$ cat src/rtl/itb_pkg.sv
// Shared constants and types for the if-then block sequencer.
// Assumes the 4-bit condition encoding in which bit 0 inverts the test.
package itb_pkg;
    localparam int COND_W = 4;
    localparam logic [COND_W-1:0] COND_ALWAYS = 4'hE;
    localparam logic [COND_W-1:0] COND_NONE   = 4'hF;

    typedef struct packed {
        logic n;
        logic z;
        logic c;
        logic v;
    } nzcv_t;
endpackage

$ cat src/rtl/itb_mask_decode.sv
// Decodes an if-then pattern into a block length and a per-slot else vector.
// Assumes the lowest set bit of the mask is the terminator: position p gives
// SLOTS-p slots, and the bits above it pick else (1) or then (0) for slot 2..
module itb_mask_decode #(
    parameter int SLOTS = 4,
    localparam int IDXW = $clog2(SLOTS)
) (
    input  logic [SLOTS-1:0] mask,
    output logic             mask_ok,
    output logic [IDXW:0]    blk_len,
    output logic [SLOTS-1:0] else_vec
);
    int lo_pos;

    // Locate the terminator bit (lowest set bit).
    always_comb begin
        lo_pos = SLOTS;
        for (int p = SLOTS - 1; p >= 0; p--) begin
            if (mask[p]) lo_pos = p;
        end
    end

    assign mask_ok = |mask;
    assign blk_len = mask_ok ? (IDXW+1)'(SLOTS - lo_pos) : '0;

    // Slot k (zero-based) reads mask bit SLOTS-k when it lies inside the block.
    always_comb begin
        else_vec = '0;
        for (int k = 1; k < SLOTS; k++) begin
            if (k < int'(blk_len)) else_vec[k] = mask[SLOTS-k];
        end
    end
endmodule

$ cat src/rtl/itb_cond_eval.sv
// Evaluates a 4-bit condition code against the NZCV flags.
// Assumes bits 3:1 select the test and bit 0 inverts it, except for the
// always group, which passes for both values of bit 0.
module itb_cond_eval
    import itb_pkg::*;
(
    input  logic [COND_W-1:0] cond,
    input  nzcv_t             flags,
    output logic              pass
);
    logic raw;

    // Base test chosen by the upper three bits.
    always_comb begin
        unique case (cond[3:1])
            3'd0: raw = flags.z;
            3'd1: raw = flags.c;
            3'd2: raw = flags.n;
            3'd3: raw = flags.v;
            3'd4: raw = flags.c & ~flags.z;
            3'd5: raw = (flags.n == flags.v);
            3'd6: raw = ~flags.z & (flags.n == flags.v);
            default: raw = 1'b1;
        endcase
    end

    // Apply the inversion bit outside the always group.
    assign pass = (cond[3:1] == 3'd7) ? 1'b1 : (raw ^ cond[0]);
endmodule

$ cat src/rtl/itb_slot_state.sv
// Holds the open-block state: base condition, else pattern, length, position.
// Assumes open and step are never both acted on: open takes priority.
module itb_slot_state
    import itb_pkg::*;
#(
    parameter int SLOTS = 4,
    localparam int IDXW = $clog2(SLOTS)
) (
    input  logic              clk,
    input  logic              rst_n,
    input  logic              open,
    input  logic [COND_W-1:0] base_in,
    input  logic [SLOTS-1:0]  else_in,
    input  logic [IDXW:0]     len_in,
    input  logic              step,
    output logic              active,
    output logic [COND_W-1:0] base,
    output logic              cur_else,
    output logic              last
);
    logic [SLOTS-1:0] else_q;
    logic [IDXW:0]    len_q;
    logic [IDXW-1:0]  idx_q;

    // Load a new block, or advance/close on each consumed instruction.
    always_ff @(posedge clk) begin
        if (!rst_n) begin
            active <= 1'b0;
            base   <= '0;
            else_q <= '0;
            len_q  <= '0;
            idx_q  <= '0;
        end else if (open) begin
            active <= 1'b1;
            base   <= base_in;
            else_q <= else_in;
            len_q  <= len_in;
            idx_q  <= '0;
        end else if (step && active) begin
            if (last) active <= 1'b0;
            else      idx_q  <= idx_q + 1'b1;
        end
    end

    assign cur_else = else_q[idx_q];
    assign last     = (({1'b0, idx_q} + 1'b1) == len_q);
endmodule

$ cat src/rtl/itb_seq.sv
// Top of the if-then block sequencer. It accepts or rejects if-then
// instructions and predicates the following slots. Per instruction it drives
// the condition, execute, flag-write and branch-placement results.
// Assumes it_start and ins_valid are not asserted in the same cycle.
module itb_seq
    import itb_pkg::*;
#(
    parameter int SLOTS = 4,
    localparam int IDXW = $clog2(SLOTS)
) (
    input  logic              clk,
    input  logic              rst_n,
    input  logic              it_start,
    input  logic [COND_W-1:0] it_cond,
    input  logic [SLOTS-1:0]  it_mask,
    input  logic              ins_valid,
    input  logic              ins_branch,
    input  logic              ins_short,
    input  logic [3:0]        flags_nzcv,
    output logic              in_block,
    output logic [COND_W-1:0] slot_cond,
    output logic              exec_ok,
    output logic              sf_flag_we,
    output logic              br_err,
    output logic              cfg_err
);
    logic              mask_ok;
    logic [IDXW:0]     dec_len;
    logic [SLOTS-1:0]  dec_else;
    logic              accept;
    logic              step;
    logic              active;
    logic [COND_W-1:0] base;
    logic              cur_else;
    logic              last;
    logic              pass;
    nzcv_t             flags;

    itb_mask_decode #(.SLOTS(SLOTS)) u_dec (
        .mask     (it_mask),
        .mask_ok  (mask_ok),
        .blk_len  (dec_len),
        .else_vec (dec_else)
    );

    // Accept only well-formed if-then instructions outside an open block.
    always_comb begin
        accept = it_start & ~active & mask_ok & (it_cond != COND_NONE)
               & ~((it_cond == COND_ALWAYS) & (|dec_else));
    end

    assign cfg_err = it_start & ~accept;
    assign step    = ins_valid & ~it_start;

    itb_slot_state #(.SLOTS(SLOTS)) u_state (
        .clk      (clk),
        .rst_n    (rst_n),
        .open     (accept),
        .base_in  (it_cond),
        .else_in  (dec_else),
        .len_in   (dec_len),
        .step     (step),
        .active   (active),
        .base     (base),
        .cur_else (cur_else),
        .last     (last)
    );

    // Effective condition: base or its opposite inside a block, else always.
    always_comb begin
        if (active) slot_cond = {base[COND_W-1:1], base[0] ^ cur_else};
        else        slot_cond = COND_ALWAYS;
    end

    assign flags = nzcv_t'(flags_nzcv);

    itb_cond_eval u_eval (
        .cond  (slot_cond),
        .flags (flags),
        .pass  (pass)
    );

    assign in_block   = active;
    assign exec_ok    = ins_valid & pass;
    assign br_err     = ins_valid & active & ins_branch & ~last;
    assign sf_flag_we = ins_valid & ins_short & ~active;
endmodule

$ cat config.mk
export PLATFORM = sky130hd
export DESIGN_NAME = itb_seq
export DESIGN_NICKNAME = d
export VERILOG_FILES = /design/src/rtl/itb_pkg.sv /design/src/rtl/itb_mask_decode.sv /design/src/rtl/itb_cond_eval.sv /design/src/rtl/itb_slot_state.sv /design/src/rtl/itb_seq.sv
export SDC_FILE = /design/constraint.sdc
export NUM_CORES = 1
export LEC_CHECK = 0
export ABC_AREA = 1
export BUFFER_PORTS_ARGS = -buffer_cell sky130_fd_sc_hd__buf_2
export CAP_MARGIN = 15
export CORE_UTILIZATION = 40
export DETAILED_ROUTE_END_ITERATION = 8
export RECOVER_POWER = 25
export SKIP_CTS_REPAIR_TIMING = 1
export SYNTH_ARGS = -nofsm -noshare
export SYNTH_HDL_FRONTEND = slang
export SYNTH_SLANG_ARGS = --single-unit
$ cat constraint.sdc
create_clock -name clk -period 2.3 [get_ports clk]
set_input_delay 0.115 -clock clk [delete_from_list [all_inputs] [get_ports clk]]
set_output_delay 0.115 -clock clk [all_outputs]
set_load 0.01 [all_outputs]
# Word-level counts from Yosys, hierarchy flattened
# Cells that the tools add are included.
# word_totals
inputBits	18
register_bits	13
wordCells	72
output_inout_bits	9
# classes
bitwise_logic	24
eq_ne	11
reduce_logical	9
addsub	3
order_cmp	4
mux	16
# op_table
op	count
$and A1 B1 Y1	15
$mux W3	5
$eq A3 B3 Y1 const B	4
$mux W1	8
$not A1 Y1	7
$pmux W1 S7	1
$eq A3 B2 Y1 const B	2
$lt A2 B3 Y1 const A	2
$eq A4 B4 Y1 const B	1
$mux W4	1
$ne A4 B4 Y1 const B	1
$reduce_and A2 Y1	2
$reduce_bool A2 Y1	2
$reduce_or A4 Y1	1
$add A2 B1 Y3 const B	1
$eq A3 B1 Y1 const B	1
$eq A3 B3 Y1	1
$logic_not A3 Y1	1
$lt A1 B3 Y1 const A	1
$lt A2 B3 Y1 const B	1
$reduce_or A3 Y1	1
$sub A3 B3 Y3 const A	1
$add A2 B1 Y2 const B	1
$bmux W1 S2	1
4 further kinds	5

# Depth between registers and ports, before layout
# Gate-level depths: netlist of the first run.
# depth
ltp_word	14
mapped_depth	16
ltp_nobuf	15

# By module
# A second synthesis of the first run with hierarchy kept.
# unflattened
cells_unflattened	167
hier_area_um2	1021.0
# by_module_without_submodules
module	area_each_um2	n_inst	cells_each	seq_area_each_um2
itb_slot_state	606.8	1	85	280.3
itb_mask_decode	141.4	1	23	0.0
itb_seq	138.9	1	30	0.0
itb_cond_eval	133.9	1	29	0.0

# Worst setup path after synthesis of the first run
# OpenSTA, ideal clock, no wires.
# synth_timing
path_type	input -> register
from	input it_mask[1]
to	register u_state.len_q[1]
t_arrival_ns	1.477
required_ns	2.187
setup_time_ns	0.113
stages	13
slack_ns	0.710
n_path_buf	1
cell_sequence	nor2_1 -> o21ai_0 -> ha_1 -> or2_1 -> nand3_1 -> nand2_1 -> clkinv_1 -> nand2_2 -> nand2_2 -> nand2_4 -> buf_6 -> o21ai_1 -> nor2_1
# synth_between
elab_chain_cells	10
elab_cells_between_ends	17
classes_between	add/sub: 1; order compare: 3; mux: 6; bitwise: 5; reduce/logical: 2
# synth_lines
item	line_no	text
start: declaration	itb_seq.sv:15	input logic [SLOTS-1:0] it_mask,
$mux W3 (2 in series)	itb_mask_decode.sv:19	if (mask[p]) lo_pos = p;
$sub A3 B3 Y3	itb_mask_decode.sv:24	assign blk_len = mask_ok ? (IDXW+1)'(SLOTS - lo_pos) : '0;
$mux W3	itb_mask_decode.sv:24	
$lt A1 B3 Y1 or $lt A2 B3 Y1 (tied branches)	itb_mask_decode.sv:30	if (k < int'(blk_len)) else_vec[k] = mask[SLOTS-k];
$mux W1	itb_mask_decode.sv:30	
$reduce_or A3 Y1	itb_seq.sv:49	& ~((it_cond == COND_ALWAYS) & (|dec_else));
$and A1 B1 Y1	itb_seq.sv:49	
$not A1 Y1	itb_seq.sv:49	
$and A1 B1 Y1	itb_seq.sv:49	
end signal: assignment	itb_slot_state.sv:37	len_q <= len_in;
end: declaration	itb_slot_state.sv:22	logic [IDXW:0] len_q;
# Parallel ways exist; a longest one is shown, timed or not.
# A chain may end at the register's enable or synchronous reset.

# Final worst setup path of the first run
# layout_timing
from	register u_state.active
to	output exec_ok
# layout_between
elab_chain_cells	6
elab_cells_between_ends	13
classes_between	eq/ne: 7; mux: 3; bitwise: 2; reduce/logical: 1
# layout_lines
item	line_no	text
start: declaration	itb_slot_state.sv:16	output logic active,
start signal: assignment	itb_slot_state.sv:28	active <= 1'b0;
start signal: assignment	itb_slot_state.sv:34	active <= 1'b1;
start signal: assignment	itb_slot_state.sv:40	if (last) active <= 1'b0;
$mux W4 *	itb_seq.sv:71	if (active) slot_cond = {base[COND_W-1:1], base[0] ^ cur_else};
$eq A3 B3 Y1, or another cell as far along	itb_cond_eval.sv:15	unique case (cond[3:1])
$pmux W1 S7	itb_cond_eval.sv:15	
$xor A1 B1 Y1	itb_cond_eval.sv:28	assign pass = (cond[3:1] == 3'd7) ? 1'b1 : (raw ^ cond[0]);
$mux W1 *	itb_cond_eval.sv:28	
$and A1 B1 Y1 *	itb_seq.sv:84	assign exec_ok = ins_valid & pass;
end: declaration	itb_seq.sv:22	output logic exec_ok,
# Mark *: on every way between the ends. The rest lies on a longest branch, timed or not.

==> qor.csv, run 1 <==
metric;value;unit
clock_sinks;13;
finalHoldViolations;0;
hpwl;1690;um
fillers;263;
synth_cell_types;26;
cts_tree;built;
clkTransAtPathRegs;0.08;ns
cts_buffers;3;
fin_tns_setup;0;ns
io_buffers;26;
synth_edf_count;0;
synthesis.area;947;um2
grt_pass1_vias;875;
maxSlewViolCount;0;
grt_antenna_before_repair;0;
area_delta_synth_final;17.2;%
initial_core_util;42.8;%
final_util;50.2;%
drt_iter0_drc;8;
crit_required;2.18;ns
syn_nets;180;
die_h;50.7;um
ant_nets;0;
swShare;34.3;%
outcome;completed;
coreArea;2210;um2
tightestPinTransition;0.379;ns
finalHoldWorstSlack;0.112;ns
route.detailed.drc;0;
clkPwrFrac;23.9;%
yosysWarnings;0;
io_pins;27;
p_int;383;uW
totalWireLength;2010;um
grt_usage;18.0;%
grt_max_degree;16;
p_total;583;uW
gp_congestion;0.824;
hold_path_class;in -> reg;
post_drt_wl_per_cell;9.33;um
crit_arrival;1.82;ns
grt.overflow.total;0;
syn_inst;160;
fin_crit_sh;83.9;%
vdd_ir_drop_max;0.000300;V
p_leak;0.000622;uW
slew_headroom;74.5;%
critPathLaunchType;register;
vias;990;
dr.pass1.iters;4;
multiInputGateArea;551;um2
p_seq_share;45.3;%
comb_power_share;30.8;%
seq_area;260;um2
async_flop_share;0;%
max_freq;518;MHz
drt-vias-per-instance;4.60;
die_x;50.7;um
grt_first_pass_wirelength;3460;um
root_buffer;clkbuf_4;
net-switching-power;200;uW
p_per_area;525;nW/um2
die-area;2570;um2
syn_area_per_cell;5.92;um2
synth_seq_area_share;27.5;%
synth_ff_type;dfxtp_1;
clk_latency;0.27;ns
cap_violations;0;
drive_gt1_share;19.3;%
ys_seq_elements;13;
end_kind;output pin;
num_antenna_cells;0;
setup_violations;0;
htree_levels;1;
rsz0062_at_grt;no;
path_class;reg -> out;
cp_max_fo;9;
finalCriticalPeriod;1.93;ns
finalNetCount;208;
cts.path.max_buffers;2;
rows;17;
skew;0.000587;ns
[synth_stat cells, types with 4 or more instances]
cell type	number	area share (%)
dfxtp_1	13	27
inv_1	26	10
nand2_1	40	16
nand2_2	6	4.0
nand3_1	7	3.7
nor2_1	31	12
o21ai_0	8	4.2
o21ai_1	4	2.1
[cell families (layout without fill, tap and decap cells)]
kind of cell	after synthesis	after routing	share of synthesized area, %
xor gates and xnor gates	4	4	3.70
DFF	13	13	27.5
adders and majority gates	2	2	2.64
AOI/OAI and AO/OA	16	16	9.38
buffers and inverters	33	60	14.4
and+or+nand+nor	92	92	42.4
[power groups by stage]
stage	combinational, uW	clock [uW]	sequential [uW]
detailed placement	183	0	270
global route	207	156	267
floorplan	140	0	261
global placement	180	0	269
finish	179	140	264
CTS	184	147	265
[worst max-delay path: stages, from the launching register on]
cell and delay, ns:
dfxtp_1 0.55, inv_1 0.15, nor2_2 0.14, nand3_1 0.08
nand2_1 0.06, nand2_1 0.05, nand2_1 0.06, nand2_1 0.06
a21oi_1 0.14, nor2_1 0.06, nor2_1 0.07, buf_2 0.13
[metrics by stage]
step	cells	instance area (um2)	setup WS (ns)
floorplan	160	947	0.710
global placement	211	1090	0.441
detailed placement	211	1090	0.356
CTS	215	1110	0.345
global route	215	1110	0.177
finish	215	1110	0.369
[routing by layer]
metal | global-route usage (%) | share of wire (%) | vias to the layer above
li1 | - | - | 539
met1 | 22.2 | 50 | 416
met2 | 28.0 | 42 | 29
met3 | 3.94 | 5.3 | 6
met4 | 11.6 | 3.2 | 0
met5 | 0 | 0 | -
[area by class of cell]
class | count | area share, %
repair buffers | 26 | 11.3
flip-flops and latches | 13 | 23.4
multi-input cells | 114 | 49.6
inverters | 30 | 10.1
clock buffers | 4 | 2.37
well taps | 28 | 3.16
[sequential cells by signal, indices dropped and copies added, names as in the netlist]
| signal | cells |
|---|---|
| u_state.base | 4 |
| u_state.len_q | 3 |
| u_state.else_q | 3 |
| u_state.idx_q | 2 |
| u_state.active | 1 |
[path summary, 6_finish.rpt]
| kind | slack, ns | endpoint | startpoint | cells past startpoint |
|---|---|---|---|---|
| worst max-delay path | 0.37 | exec_ok | u_state.active | 11 |
| worst min-delay path | 0.11 | u_state.base[1] | it_cond[1] | 3 |
| worst max register to register | 0.73 | u_state.active | u_state.idx_q[0] | 5 |
| worst min register to register | 0.49 | u_state.else_q[3] | u_state.else_q[3] | 2 |
[cell usage in the layout, fill, tap and decap left out, drive strengths merged, types with 3 or more instances in the layout]
cell and n:
buf 22, clkbuf 8, dfxtp 13, inv 28
nand2 47, nand3 7, nor2 32, nor3 3
o21ai 12
Power figures use the tool's default switching activity.
==> inputs of run 2 (changes only) <==
--- a/config.mk
+++ b/config.mk
@@ -5,7 +5,7 @@
 export SDC_FILE = /design/constraint.sdc
 export NUM_CORES = 1
 export LEC_CHECK = 0
-export ABC_AREA = 1
+export ABC_AREA = 0
 export BUFFER_PORTS_ARGS = -buffer_cell sky130_fd_sc_hd__buf_2
 export CAP_MARGIN = 15
 export CORE_UTILIZATION = 40
==> constraint.sdc (replaced) <==
create_clock -name clk -period 1.9 [get_ports clk]
set_input_delay 0.095 -clock clk [delete_from_list [all_inputs] [get_ports clk]]
set_output_delay 0.095 -clock clk [all_outputs]
set_load 0.01 [all_outputs]
==> run 2 against run 1 <==
Effect of this change: the flow now finishes with violations (negative setup slack); routed wire length up 7.8%; clock skew increased by 0.0079 ns; register-to-register slack got worse by 0.54 ns; global-route usage increased by 1.0 points; clock-buffer cell count fell by 1; combinational power grew 26%; total power up 21%; critical path depth fell by 5; flip-flop and latch count did not move; non-clock buffer count grew 19; clock power up 23%; synthesized cell count shrank 34%; critical endpoint unchanged; largest cell class unchanged; highest routed layer unchanged.
==> qor.csv, run 2 <==
metric;value;unit
final_util;62.6;%
synth_cell_types;39;
grt.overflow.total;0;
finalNetCount;171;
finalHoldViolations;0;
grt_first_pass_wirelength;3530;um
die_x;48.9;um
cts.path.max_buffers;2;
skew;0.00845;ns
worstHoldStart;it_mask[2];
path_class;reg -> out;
synth_top_area_share;29.6;%
end_kind;output pin;
root_buffer;clkbuf_4;
hold_path_class;in -> reg;
synth.most_common_cell;dfxtp_1;
violations;negative setup slack;
max_freq;505;MHz
die_h;48.9;um
worstReg2RegEnd;u_state.idx_q[1];
grt_pass1_vias;854;
coreArea;2020;um2
regMostFlops;u_state.base;
reg2regPathDepth;8;
clk_latency;0.28;ns
yosysWarnings;0;
initial_core_util;43.5;%
io_pins;27;
crit_required;1.80;ns
reg2reg_slack;0.19;ns
clock_sinks;13;
setup_violations;1;
syn_area_per_cell;8.38;um2
drt-vias-per-instance;5.37;
yosysTopAreaCell;dfxtp_1;
cts_tree;built;
post_drt_wl_per_cell;12.2;um
p_per_area;559;nW/um2
rows;16;
p_leak;0.000534;uW
dp_slack;-0.0948;ns
rsz0062_at_grt;yes;
synth_area_leaders;dfxtp_1 (30%), mux2i_1 (6.8%), nand2_1 (4.7%);
grt_max_degree;15;
ant_nets;0;
grt_antenna_before_repair;0;
final_cell_mix;buf_2 (22), buf_4 (18), dfxtp_1 (10);
mostFrequentLayoutCell;buf_2;
largestRegisters;u_state.base x4, u_state.else_q x3, u_state.len_q x3;
crit_arrival;1.89;ns
grt_usage;19.0;%
max_stage_delay;0.49;ns
drt_iter0_drc;10;
critPathLaunchType;register;
crit_family;simple AND/OR/NAND/NOR gates;
ys_top_cells_by_count;dfxtp_1 (13), nand2_1 (11), mux2i_1 (6), o21ai_0 (6), inv_1 (5);
htree_levels;1;
stdcell_count;177;
finalCriticalPeriod;1.98;ns
num_antenna_cells;0;
cap_violations;0;
synth_ff_type;dfxtp_1;
slew_headroom;82.0;%
synth_seq_area_share;29.6;%
hold_path_depth;3;
drive_gt1_share;42.7;%
largest_reg_flops;4;
path_cells;mux2i_4 > nor3_2 > or4_4 > xor2_1 > a21oi_1 > buf_2;
critPathSlowestCell;or4_4;
ys_seq_elements;13;
syn_nets;125;
outcome;finished with violations;
fin_tns_setup;-0.0821;ns
synth_edf_count;0;
hpwl;1630;um
maxSlewViolCount;0;
die-area;2390;um2
clkTransAtPathRegs;0.09;ns
timing.rr.start;u_state.idx_q[0];
area_delta_synth_final;43.8;%
vdd_ir_drop_max;0.000311;V
setup_slack;-0.0821;ns
cts_buffers;3;
hold-path-endpoint;u_state.else_q[2];
route.detailed.drc;0;
vias;951;
syn_inst;105;
path_depth;6;
totalWireLength;2160;um
async_flop_share;0;%
fin_crit_sh;104;%
dr.pass1.iters;4;
gp_congestion;0.768;
synthesis.area;880;um2
path_buf_inv;1;
dp.cells;167;
tightestPinTransition;0.269;ns
cp_max_fo;4;
io_buffers;26;
==> run 2: worst max-delay path by stage <==
stage	slack (ns)	start	endpoint
after floorplan	0.14	it_mask[3]	u_state.else_q[1]
final	-0.08	u_state.idx_q[0]	exec_ok
after global routing	-0.20	u_state.idx_q[0]	exec_ok
after CTS	-0.23	u_state.idx_q[0]	exec_ok
after global placement	0.009	it_mask[1]	cfg_err
after detailed placement	-0.09	it_mask[3]	u_state.len_q[1]
==> run 2: worst min-delay path: cells and delay by family <==
family                 cells  cell delay [ns]
AO/OA/AOI/OAI              1             0.08
buffers and inverters      1             0.13
multiplexers               1             0.07
==> run 2: final cells by class <==
| type | count | area, um2 |
|---|---|---|
| Clock inverter | 1 | 5.00 |
| Timing Repair Buffer | 45 | 264 |
| Inverter | 5 | 18.8 |
| Tap cell | 27 | 33.8 |
| Multi-Input combinational cell | 83 | 652 |
| Clock buffer | 3 | 22.5 |
| Fill cell | 181 | 757 |
| Sequential cell | 13 | 269 |
==> run 2: logic make-up (layout without fill, tap and decap cells) <==
kind of cell / count (synthesis) / in the layout / share of synthesized area, %
and+or+nand+nor: 40 / 40 / 26.3
AOI/OAI and AO/OA: 29 / 29 / 24.0
DFF: 13 / 13 / 29.6
buffers and inverters: 9 / 54 / 4.41
xor gates and xnor gates: 6 / 6 / 5.98
muxes: 6 / 6 / 6.83
adders and majority gates: 2 / 2 / 2.84
==> run 2: routing by layer <==
layer / part of all wire (%) / GRT usage, % / wire (um) / vias to the layer above
li1: - / - / - / 492
met3: 4.3 / 3.12 / 94 / 4
met2: 50 / 33.6 / 1070 / 31
met1: 45 / 22.3 / 970 / 424
met4: 1.1 / 8.82 / 23 / 0
met5: 0 / 0 / 0 / -
==> run 2: power breakdown <==
group	switching (uW)	leakage, uW	total (uW)	internal, uW
Combinational	113	0.000408	226	113
Sequential	20.5	0.000108	310	290
Clock	93.7	0.0000177	172	78.0
Total	227	0.000534	708	481
==> run 2: stage by stage <==
stage          area [um2]  total power (uW)  hold WS [ns]
4_1_cts              1150               687         0.117
5_1_grt              1260               754         0.140
6_report             1260               708         0.129
2_1_floorplan         880               431         0.245
3_3_place_gp         1120               510         0.415
3_5_place_dp         1120               516         0.421
==> inputs of run 3 (changes only) <==
--- a/config.mk
+++ b/config.mk
@@ -11,7 +11,6 @@
 export CORE_UTILIZATION = 40
 export DETAILED_ROUTE_END_ITERATION = 8
 export RECOVER_POWER = 25
-export SKIP_CTS_REPAIR_TIMING = 1
 export SYNTH_ARGS = -nofsm -noshare
 export SYNTH_HDL_FRONTEND = slang
 export SYNTH_SLANG_ARGS = --single-unit
==> run 3 against run 2 <==
Effect of this change: the flow still finishes with violations (negative setup slack); critical endpoint unchanged; clock-buffer cell count stayed put; critical path type unchanged; global-route usage is 0.87 points higher; first-iteration DRC count is 10% higher; largest cell class unchanged; highest routed layer unchanged.
==> qor.csv, run 3 (synthesis results as in run 2) <==
metric;value;unit
max_freq;509;MHz
grt_pass1_vias;875;
htree_levels;1;
violations;negative setup slack;
gp_congestion;0.768;
fillers;184;
route.detailed.drc;0;
fin_crit_sh;103;%
io_buffers;26;
finalNetCount;171;
setup_violations;1;
tightestPinTransition;0.255;ns
drive_gt1_share;42.0;%
drt-vias-per-instance;5.36;
clock_sinks;13;
dpl-instance-area;1120;um2
slew_headroom;82.8;%
rsz0062_at_grt;yes;
largest_reg_flops;4;
post_drt_wl_per_cell;12.4;um
num_antenna_cells;0;
hpwl;1630;um
p_leak;0.000533;uW
maxSlewViolCount;0;
grt_max_degree;15;
p_int;482;uW
ant_nets;0;
grt_antenna_before_repair;0;
end_kind;output pin;
grt_first_pass_wirelength;3640;um
mostFrequentLayoutCell;buf_2;
finish.instance_area;1260;um2
swShare;32.2;%
comb_power_share;32.2;%
root_buffer;clkbuf_4;
io_pins;27;
finalCriticalPeriod;1.97;ns
cap_violations;0;
drt_iter0_drc;11;
cts.path.max_buffers;2;
cts_tree;built;
coreArea;2020;um2
setup_slack;-0.0663;ns
area_delta_synth_final;42.8;%
rows;16;
dr.pass1.iters;4;
outcome;finished with violations;
path_class;reg -> out;
vias;949;
vdd_ir_drop_max;0.000313;V
p_seq_share;43.1;%
skew;0.00863;ns
cts_buffers;3;
regMostFlops;u_state.base;
die_x;48.9;um
clkPwrFrac;24.6;%
totalWireLength;2200;um
crit_required;1.80;ns
p_per_area;566;nW/um2
clkTransAtPathRegs;0.09;ns
critPathLaunchType;register;
finalHoldViolations;0;
grt.overflow.total;0;
die-area;2390;um2
hold_path_class;in -> reg;
largestRegisters;u_state.base x4, u_state.else_q x3, u_state.len_q x3;
crit_arrival;1.87;ns
final_cell_mix;buf_2 (23), buf_4 (18), nand2_1 (10), dfxtp_1 (10);
grt_usage;19.9;%
net-switching-power;229;uW
finalHoldWorstSlack;0.126;ns
ctsHoldBuffers;0;
clk_latency;0.28;ns
die_h;48.9;um
cp_max_fo;3;
initial_core_util;43.5;%
[run 3: final timing paths]
check,from,to,slack (ns),cells past startpoint
hold / removal,it_mask[2],u_state.else_q[2],0.13,3
setup / recovery,u_state.idx_q[0],exec_ok,-0.07,6
hold reg to reg,u_state.len_q[2],u_state.len_q[2],0.48,2
setup reg to reg,u_state.idx_q[0],u_state.idx_q[1],0.18,8
[run 3: worst max-delay path: stages, from the launching register on]
cell and delay, ns:
dfxtp_4 0.37, mux2i_4 0.19, and4_1 0.20, or4_4 0.42, xor2_1 0.15, a21oi_1 0.12
buf_2 0.14
[run 3: per-layer routing]
| layer | up-vias | share of wire (%) | GRT usage, % |
|---|---|---|---|
| met5 | - | 0 | 0 |
| met4 | 0 | 1.0 | 8.82 |
| met3 | 2 | 3.5 | 3.12 |
| met2 | 23 | 50 | 35.0 |
| met1 | 432 | 46 | 23.7 |
| li1 | 492 | - | - |
[run 3: layout make-up]
class                      instances  area, um2  share of cell area [%]
tap                               27       33.8                    2.69
timing repair buffer              45        265                    21.1
inverter                           5       18.8                    1.49
multi-input combinational         83        642                    51.1
sequential                        13        269                    21.4
clock buffer                       3       22.5                    1.79
clock inverter                     1       5.00                   0.398
[run 3: power groups by stage]
| stage | registers, uW | logic (uW) | clock network (uW) |
|---|---|---|---|
| 5_1_grt | 310 | 253 | 188 |
| 2_1_floorplan | 309 | 122 | 0 |
| 3_5_place_dp | 316 | 200 | 0 |
| 3_3_place_gp | 315 | 196 | 0 |
| 4_1_cts | 305 | 218 | 177 |
| 6_report | 307 | 229 | 175 |
[run 3: timing repair]
item                                    CTS  global route
setup buffers                             4             3
resized for setup                         9            10
endpoints found under the setup margin    2             4
pin swaps                                 5             4
[run 3: metrics by stage]
| stage | std cells | power, uW | utilization (%) | setup WS [ns] | setup TNS (ns) |
|---|---|---|---|---|---|
| after floorplan | 105 | 431 | - | 0.135 | 0 |
| after global placement | 167 | 510 | 55.4 | 0.00935 | 0 |
| after detailed placement | 167 | 516 | 55.4 | -0.0948 | -0.561 |
| after CTS | 175 | 700 | 59.3 | -0.0375 | -0.0375 |
| after global routing | 177 | 751 | 62.1 | -0.172 | -0.172 |
| final | 177 | 711 | 62.1 | -0.0663 | -0.0663 |
